<file path="config.mk">
export PLATFORM = sky130hd
export DESIGN_NAME = gpio_bank
export DESIGN_NICKNAME = d
export VERILOG_FILES = /design/src/rtl/gpio_bank.sv
export SDC_FILE = /design/constraint.sdc
export NUM_CORES = 1
export LEC_CHECK = 0
export BUFFER_PORTS_ARGS = -buffer_cell sky130_fd_sc_hd__buf_2
export CAP_MARGIN = 25
export CORE_AREA = 2 2 167 291
export CTS_BUF_LIST = sky130_fd_sc_hd__clkbuf_8
export DETAILED_ROUTE_END_ITERATION = 12
export DIE_AREA = 0 0 169 293
export MAX_ROUTING_LAYER = met4
export PLACE_DENSITY = 0.6
export SYNTH_ARGS = -nofsm -noshare
export SYNTH_HDL_FRONTEND = slang
export SYNTH_SLANG_ARGS = --single-unit
export TNS_END_PERCENT = 1
</file>
<file path="constraint.sdc">
create_clock -name clk -period 8.9 [get_ports clk]
set_input_delay 1.78 -clock clk [delete_from_list [all_inputs] [get_ports clk]]
set_output_delay 1.78 -clock clk [all_outputs]
set_load 0.005 [all_outputs]
</file>
<file path="src/rtl/gpio_bank.sv">
module gpio_bank #(
  parameter int NUM_PORTS = 6,
  parameter int PORTS_FITTED = 6,
  parameter logic [NUM_PORTS*8-1:0] PIN_MASK = {1'b0, {(NUM_PORTS*8-1){1'b1}}},
  parameter logic [7:0] PU_RST = 8'h00,
  parameter logic [7:0] SM_RST = 8'hFF,
  parameter logic [7:0] IE_RST = 8'h00
) (
  input  logic                     clk,
  input  logic                     rst_n,
  input  logic                     bus_we,
  input  logic [15:0]              bus_addr,
  input  logic [7:0]               bus_wdata,
  output logic [7:0]               bus_rdata,
  input  logic [NUM_PORTS*8-1:0]   pin_in,
  output logic [NUM_PORTS*8-1:0]   pin_out,
  output logic [NUM_PORTS*8-1:0]   pin_oe,
  output logic [NUM_PORTS*8-1:0]   pin_pu,
  output logic [NUM_PORTS*8-1:0]   pin_smt,
  output logic [NUM_PORTS*8-1:0]   pin_ie,
  output logic [NUM_PORTS*16-1:0]  pin_fsel
);
  localparam logic [7:0] PAGE   = 8'h52;
  localparam logic [3:0] FS_ROW = 4'hA;

  function automatic logic [15:0] widen(input logic [7:0] m);
    for (int i = 0; i < 8; i++) widen[2*i +: 2] = {2{m[i]}};
  endfunction

  logic [NUM_PORTS*8-1:0] in_view;
  logic page_hit;
  assign page_hit = (bus_addr[15:8] == PAGE);

  for (genvar p = 0; p < NUM_PORTS; p++) begin : g_port
    localparam logic [3:0]  IDX = 4'(p);
    localparam logic [7:0]  M   = PIN_MASK[p*8 +: 8];
    localparam logic [15:0] FM  = widen(M);

    if (p < PORTS_FITTED) begin : g_fit
      logic [7:0]  s1, s2, out_q, oe_q, pu_q, sm_q, ie_q;
      logic [15:0] fs_q;
      logic        reg_wr, fs_wr;

      assign reg_wr = bus_we && page_hit && (bus_addr[7:4] == IDX);
      assign fs_wr  = bus_we && page_hit && (bus_addr[7:4] == FS_ROW)
                      && (bus_addr[3:1] == IDX[2:0]);

      always_ff @(posedge clk or negedge rst_n) begin
        if (!rst_n) begin
          s1 <= '0; s2 <= '0;
          out_q <= '0; oe_q <= '0; fs_q <= '0;
          pu_q <= PU_RST & M; sm_q <= SM_RST & M; ie_q <= IE_RST & M;
        end else begin
          s1 <= pin_in[p*8 +: 8] & M;
          s2 <= s1;
          if (reg_wr) begin
            case (bus_addr[3:0])
              4'h1: out_q <= bus_wdata & M;
              4'h2: oe_q  <= bus_wdata & M;
              4'h3: pu_q  <= bus_wdata & M;
              4'h4: sm_q  <= bus_wdata & M;
              4'hA: ie_q  <= bus_wdata & M;
              default: ;
            endcase
          end
          if (fs_wr) begin
            if (bus_addr[0]) fs_q[15:8] <= bus_wdata & FM[15:8];
            else             fs_q[7:0]  <= bus_wdata & FM[7:0];
          end
        end
      end

      assign in_view[p*8 +: 8]   = s2 & ie_q;
      assign pin_out[p*8 +: 8]   = out_q;
      assign pin_oe[p*8 +: 8]    = oe_q;
      assign pin_pu[p*8 +: 8]    = pu_q;
      assign pin_smt[p*8 +: 8]   = sm_q;
      assign pin_ie[p*8 +: 8]    = ie_q;
      assign pin_fsel[p*16 +: 16] = fs_q;
    end else begin : g_absent
      assign in_view[p*8 +: 8]   = '0;
      assign pin_out[p*8 +: 8]   = '0;
      assign pin_oe[p*8 +: 8]    = '0;
      assign pin_pu[p*8 +: 8]    = '0;
      assign pin_smt[p*8 +: 8]   = '0;
      assign pin_ie[p*8 +: 8]    = '0;
      assign pin_fsel[p*16 +: 16] = '0;
    end
  end

  always_comb begin
    bus_rdata = '0;
    for (int p = 0; p < NUM_PORTS; p++) begin
      if (page_hit && bus_addr[7:4] == 4'(p)) begin
        case (bus_addr[3:0])
          4'h0: bus_rdata = in_view[p*8 +: 8];
          4'h1: bus_rdata = pin_out[p*8 +: 8];
          4'h2: bus_rdata = pin_oe[p*8 +: 8];
          4'h3: bus_rdata = pin_pu[p*8 +: 8];
          4'h4: bus_rdata = pin_smt[p*8 +: 8];
          4'hA: bus_rdata = pin_ie[p*8 +: 8];
          default: ;
        endcase
      end
      if (page_hit && bus_addr[7:4] == FS_ROW && bus_addr[3:0] == 4'(2*p))
        bus_rdata = pin_fsel[p*16 +: 8];
      if (page_hit && bus_addr[7:4] == FS_ROW && bus_addr[3:0] == 4'(2*p+1))
        bus_rdata = pin_fsel[p*16+8 +: 8];
    end
  end
endmodule

</file>
=== Yosys cells after proc, flatten, opt, wreduce, memory -nomap -nowiden ===
Cells that the tools add are included.

* Input port bits: 75
* Flip-flop bits (word level): 423
* Output and inout port bits: 344

* Equality and inequality tests: 23
* Bitwise operators: 7
* Multiplexer cells: 24
* Reduce and logical (&&, ||, !) cells: 78

{| class="wikitable"
|+ Operator list
! kind !! count
|-
| $pmux 8 s6 || 6
|-
| $mux 8 || 18
|-
| $reduce_and 2->1 || 42
|-
| $and 8x8->8 || 5
|-
| $logic_and 1x1->1 || 33
|-
| $eq 4x3->1 const B || 6
|-
| $eq 4x4->1 const B || 5
|-
| $eq 4x2->1 const B || 4
|-
| $eq 4x1->1 const B || 2
|-
| $eq 8x7->1 const B || 1
|-
| $logic_not 4->1 || 2
|-
| $and 7x7->7 || 1
|-
| $eq 3x2->1 const B || 2
|-
| $eq 3x3->1 const B || 2
|-
| $eq 3x1->1 const B || 1
|-
| $logic_not 3->1 || 1
|-
| $not 1->1 || 1
|}

=== Longest topological paths before layout ===
* Depth after elaboration: 25
* Gate-level depth with buffers: 11

=== Least setup slack after synthesis ===
No wires, ideal clock.

* Kind: input to output
* From: input bus_addr[8]
* To: output bus_rdata[1]
* Path slack: 3.373 ns
* Data arrival time: 3.747 ns
* Path buffers: 2
* Required time: 7.120 ns
* Stages: 9
* Cell sequence: or4b_4 -> or2_0 -> buf_6 -> or3_4 -> buf_6 -> o31ai_1 -> o21ai_1 -> a31oi_1 -> o31ai_1

* Word-level cells in the longest chain between the ends: 25

{| class="wikitable"
|+ RTL lines
! item !! line !! source
|-
| from (decl) || 12 || <nowiki>input logic [15:0] bus_addr,</nowiki>
|-
| $eq 8x7->1 (*) || 32 || <nowiki>assign page_hit = (bus_addr[15:8] == PAGE);</nowiki>
|-
| $logic_and 1x1->1 (on tied branches) || 94, 105, 107 ||
|-
| $mux 8 / $logic_and 1x1->1 (equally long branches) || 94, 105 ||
|-
| $mux 8 || 105 || <nowiki>if (page_hit && bus_addr[7:4] == FS_ROW && bus_addr[3:0] == 4'(2*p))</nowiki>
|-
| $mux 8 || 107 || <nowiki>if (page_hit && bus_addr[7:4] == FS_ROW && bus_addr[3:0] == 4'(2*p+1))</nowiki>
|-
| $pmux 8 s6 || 95 || <nowiki>case (bus_addr[3:0])</nowiki>
|-
| $mux 8 || 94 || <nowiki>if (page_hit && bus_addr[7:4] == 4'(p)) begin</nowiki>
|-
| $mux 8 || 105 ||
|-
| (+9 left out) || -- ||
|-
| $pmux 8 s6 || 95 ||
|-
| $mux 8 || 94 ||
|-
| $mux 8 || 105 ||
|-
| $mux 8 || 107 ||
|-
| $pmux 8 s6 || 95 ||
|-
| $mux 8 || 94 ||
|-
| $mux 8 || 105 ||
|-
| $mux 8 (*) || 107 ||
|-
| to (decl) || 14 || <nowiki>output logic [7:0] bus_rdata,</nowiki>
|}

Every way passes the cells marked *; elsewhere a longest branch is shown, timed or not.

=== Final worst setup path ===
* From: input bus_addr[1]
* To: output bus_rdata[3]

* Word-level cells in the longest chain between the ends: 25

{| class="wikitable"
|+ RTL lines
! item !! line
|-
| $eq 4x4->1 (tied with other cells) || 95, 105
|-
| $pmux 8 s6 || 95
|-
| $mux 8 || 94
|-
| $mux 8 || 105
|-
| $mux 8 || 107
|-
| $pmux 8 s6 || 95
|-
| $mux 8 || 94
|-
| $mux 8 || 105
|-
| (+9 left out) || --
|-
| $pmux 8 s6 || 95
|-
| $mux 8 || 94
|-
| $mux 8 || 105
|-
| $mux 8 || 107
|-
| $pmux 8 s6 || 95
|-
| $mux 8 || 94
|-
| $mux 8 || 105
|-
| $mux 8 (*) || 107
|}

Marks and branches as above.

==> flow_summary.json <==
{
  "dpl_worst_slack_ns": 1.816,
  "synthCells": 1388,
  "die_h_um": 293,
  "htreeDepth": 2,
  "finalMaxSlewViolations": 0,
  "hold_class": "register to register",
  "ys_types": 70,
  "end_kind": "output pin",
  "core_area_um2": 47030,
  "start_util_pct": 38.59,
  "nFillCells": 4420,
  "clkLatencyLatePin_ns": 0.64,
  "max_cap_violations": 0,
  "via_per_inst": 5.835,
  "arrival_ns": 5.38,
  "wl_per_cell_um": 29.17,
  "cp_cell_sequence": "buf_2, nor2b_1, buf_4, a22o_1, a222oi_1, a21boi_0, or4_1, a21oi_1, o221ai_1, buf_2",
  "dp_hpwl_mm": 51.35,
  "multi_input_area_um2": 7058,
  "cp_slowest_cell": "buf_2",
  "rsz0062_at_grt": "no",
  "fmax_ghz": 0.1397,
  "grt_pass1_vias": 14280,
  "clock_skew_ns": 0.01033,
  "via_count": 14220,
  "drt_iter0_drc": 1166,
  "clockBufferDepth": 3,
  "cts.reportedPaths.clkPinSlew_ns": 0.07,
  "p_leak_nw": 11.37,
  "cts.sinks": 423,
  "critical_path.max_fanout": 26,
  "numCtsBuffers": 60,
  "synthesis.area_um2": 18150,
  "irDropWorstVdd_mv": 0.1405,
  "drive_above_1_share_pct": 51.00,
  "synth_seq_cells": 423,
  "port_buffers": 410,
  "crit_type": "input port to output pin",
  "finalWirelength_mm": 71.08,
  "grt_pass1_wl_mm": 101.2,
  "cts_resized": 0,
  "die-area_um2": 49520,
  "worst_pin_slew_ns": 1.071,
  "regArea_um2": 10640,
  "antenna_found_initial": 4,
  "synth_edf_count": 0,
  "ioPinCount": 419,
  "firstDrtPassIters": 6,
  "layout.cells.non_filler": 2437,
  "synth-main-ff-cell": "dfrtp_1",
  "postCtsHoldBufs": 0,
  "finalHoldViolCount": 0,
  "area_growth_pct": 22.07,
  "cpMostUsedCell": "buf_2",
  "cts_setup_buffers": 0,
  "grt_use_total_pct": 29.03,
  "die_w_um": 169,
  "drc": 0,
  "dp_cells": 2316,
  "cpPeakStageDelay_ns": 0.57,
  "async_reset_ff_share_pct": 100.0,
  "cp.required_ns": 7.12,
  "relSlewSlack_pct": 28.62,
  "fin_nets": 1869,
  "cts_tree": "yes",
  "fin_crit_sh_pct": 80.44,
  "cts_root_buf": "clkbuf_8",
  "startpoint_type": "input port",
  "syn_area_per_cell_um2": 13.08,
  "status": "completed",
  "grt_start_max_net_pins": 167,
  "drtAntennaViolNets": 0,
  "fin_crit_ns": 7.159,
  "fp-row-count": 105,
  "powerDensity_nw_per_um2": 167.7,
  "setup_viol": 0,
  "gp_congestion": 0.9288,
  "setup-tns-final_ns": 0,
  "yosysSeqAreaShare_pct": 58.64,
  "ys_warn_count": 0,
  "holdWs_ns": 0.3424,
  "overflow": 0,
  "setup_slack_ns": 1.741,
  "power_mw": 3.716
}
final cells by class:
class / count / area share [%]
diodes: 4 / 0.04518
multi-input cells: 853 / 31.86
well taps: 588 / 3.321
repair buffers: 438 / 10.71
clock inverters: 38 / 1.056
clock buffers: 75 / 4.659
flip-flops and latches: 423 / 48.04
inverters: 18 / 0.3050
cell usage after synthesis, drive strengths merged (3+ instances only):
cell type / number / area share, %
a21boi: 3 / 0.12
a21o: 7 / 0.29
a21oi: 44 / 1.2
a221oi: 18 / 0.87
a222oi: 19 / 1.0
a22o: 16 / 0.77
a22oi: 83 / 3.4
a311oi: 3 / 0.14
a31oi: 9 / 0.31
and3: 7 / 0.24
buf: 52 / 1.5
clkbuf: 48 / 0.99
dfrtp: 376 / 52
dfstp: 47 / 6.8
inv: 18 / 0.37
mux2: 316 / 20
nand2: 90 / 1.9
nand2b: 4 / 0.14
nand3: 15 / 0.41
nand4: 7 / 0.28
nand4b: 3 / 0.18
nor2: 55 / 1.6
nor2b: 8 / 0.28
nor3: 10 / 0.37
nor3b: 9 / 0.37
nor4: 3 / 0.22
nor4b: 4 / 0.39
o2111ai: 5 / 0.24
o211ai: 23 / 0.95
o21ai: 45 / 1.2
o221ai: 4 / 0.19
o31ai: 4 / 0.17
or3: 3 / 0.13
or4: 4 / 0.17
worst max-delay path, delay by kind of cell:
family                 cells  cell delay [ns]
AOI/OAI and AO/OA          5             1.65
buffers and inverters      3             1.04
and+or+nand+nor            2             0.88
metrics by stage:
step | utilization, % | cell area, µm²
after floorplan | - | 18170
after global placement | 44.09 | 20740
after detailed placement | 44.21 | 20790
after CTS | 46.90 | 22060
after global routing | 47.11 | 22160
final | 47.11 | 22160
where the power goes:
group | internal [mW] | switching (mW)
Combinational | 0.0357 | 0.131
Sequential | 1.95 | 0.00674
Clock | 0.825 | 0.772
Total | 2.81 | 0.910
cells in the final DEF, fill, tap and decap left out, types with 5 or more instances in the layout:
master | synthesis | routed
o211ai_1 | 23 | 23
inv_1 | 18 | 39
nor3_1 | 8 | 8
dfrtp_1 | 376 | 376
mux2_2 | 316 | 316
nor2b_1 | 8 | 8
nand3_1 | 15 | 15
a22o_1 | 16 | 16
o2111ai_1 | 5 | 5
nor2_2 | 29 | 29
nand2_1 | 89 | 89
nor3b_1 | 9 | 9
nor2_1 | 25 | 25
dfstp_2 | 47 | 47
buf_4 | 7 | 20
and3_1 | 7 | 7
o21ai_0 | 41 | 41
conb_1 | 1 | 7
a221oi_1 | 18 | 18
a22oi_1 | 83 | 83
a31oi_1 | 9 | 9
clkbuf_8 | 0 | 75
a21o_1 | 7 | 7
nand4_1 | 6 | 6
buf_2 | 32 | 409
a222oi_1 | 19 | 19
clkinv_2 | 0 | 11
a21oi_1 | 44 | 44
state kept, by name, summed over array words and instances, names as in the netlist:
name / flops
g_port.g_fit.fs_q: 94
g_port.g_fit.s2: 47
g_port.g_fit.out_q: 47
g_port.g_fit.ie_q: 47
g_port.g_fit.pu_q: 47
g_port.g_fit.oe_q: 47
g_port.g_fit.sm_q: 47
g_port.g_fit.s1: 47
per-layer routing:
metal | track usage [%] | part of all wire (%)
met1 | 33.75 | 37
met2 | 48.36 | 50
met3 | 5.415 | 7.1
met4 | 14.15 | 5.5
met5 | - | 0
cells by family (layout without fill, tap and decap cells):
logic type / Yosys count / in the layout / share of synthesized area, %
AND/OR/NAND/NOR: 235 / 235 / 7.287
buffers and inverters: 118 / 569 / 2.888
multiplexers: 316 / 316 / 19.61
AO/OA/AOI/OAI: 295 / 295 / 11.55
flip-flops: 423 / 423 / 58.64
other: 1 / 11 / 0.02066
path summary, 6_finish.rpt:
path / slack (ns) / from / cells after the start / endpoint
setup / recovery: 1.74 / bus_addr[1] / 10 / bus_rdata[3]
hold / removal: 0.34 / g_port[0].g_fit.s1[5] / 0 / g_port[0].g_fit.s2[5]
setup reg to reg: 8.05 / g_port[3].g_fit.fs_q[1] / 1 / g_port[3].g_fit.fs_q[1]
hold reg to reg: 0.34 / g_port[0].g_fit.s1[5] / 0 / g_port[0].g_fit.s2[5]
max in group asynchronous: 6.36 / rst_n / 3 / g_port[1].g_fit.sm_q[0]
min in group asynchronous: 1.13 / rst_n / 1 / g_port[4].g_fit.oe_q[2]
No activity file was read; power rests on OpenSTA's default activity.
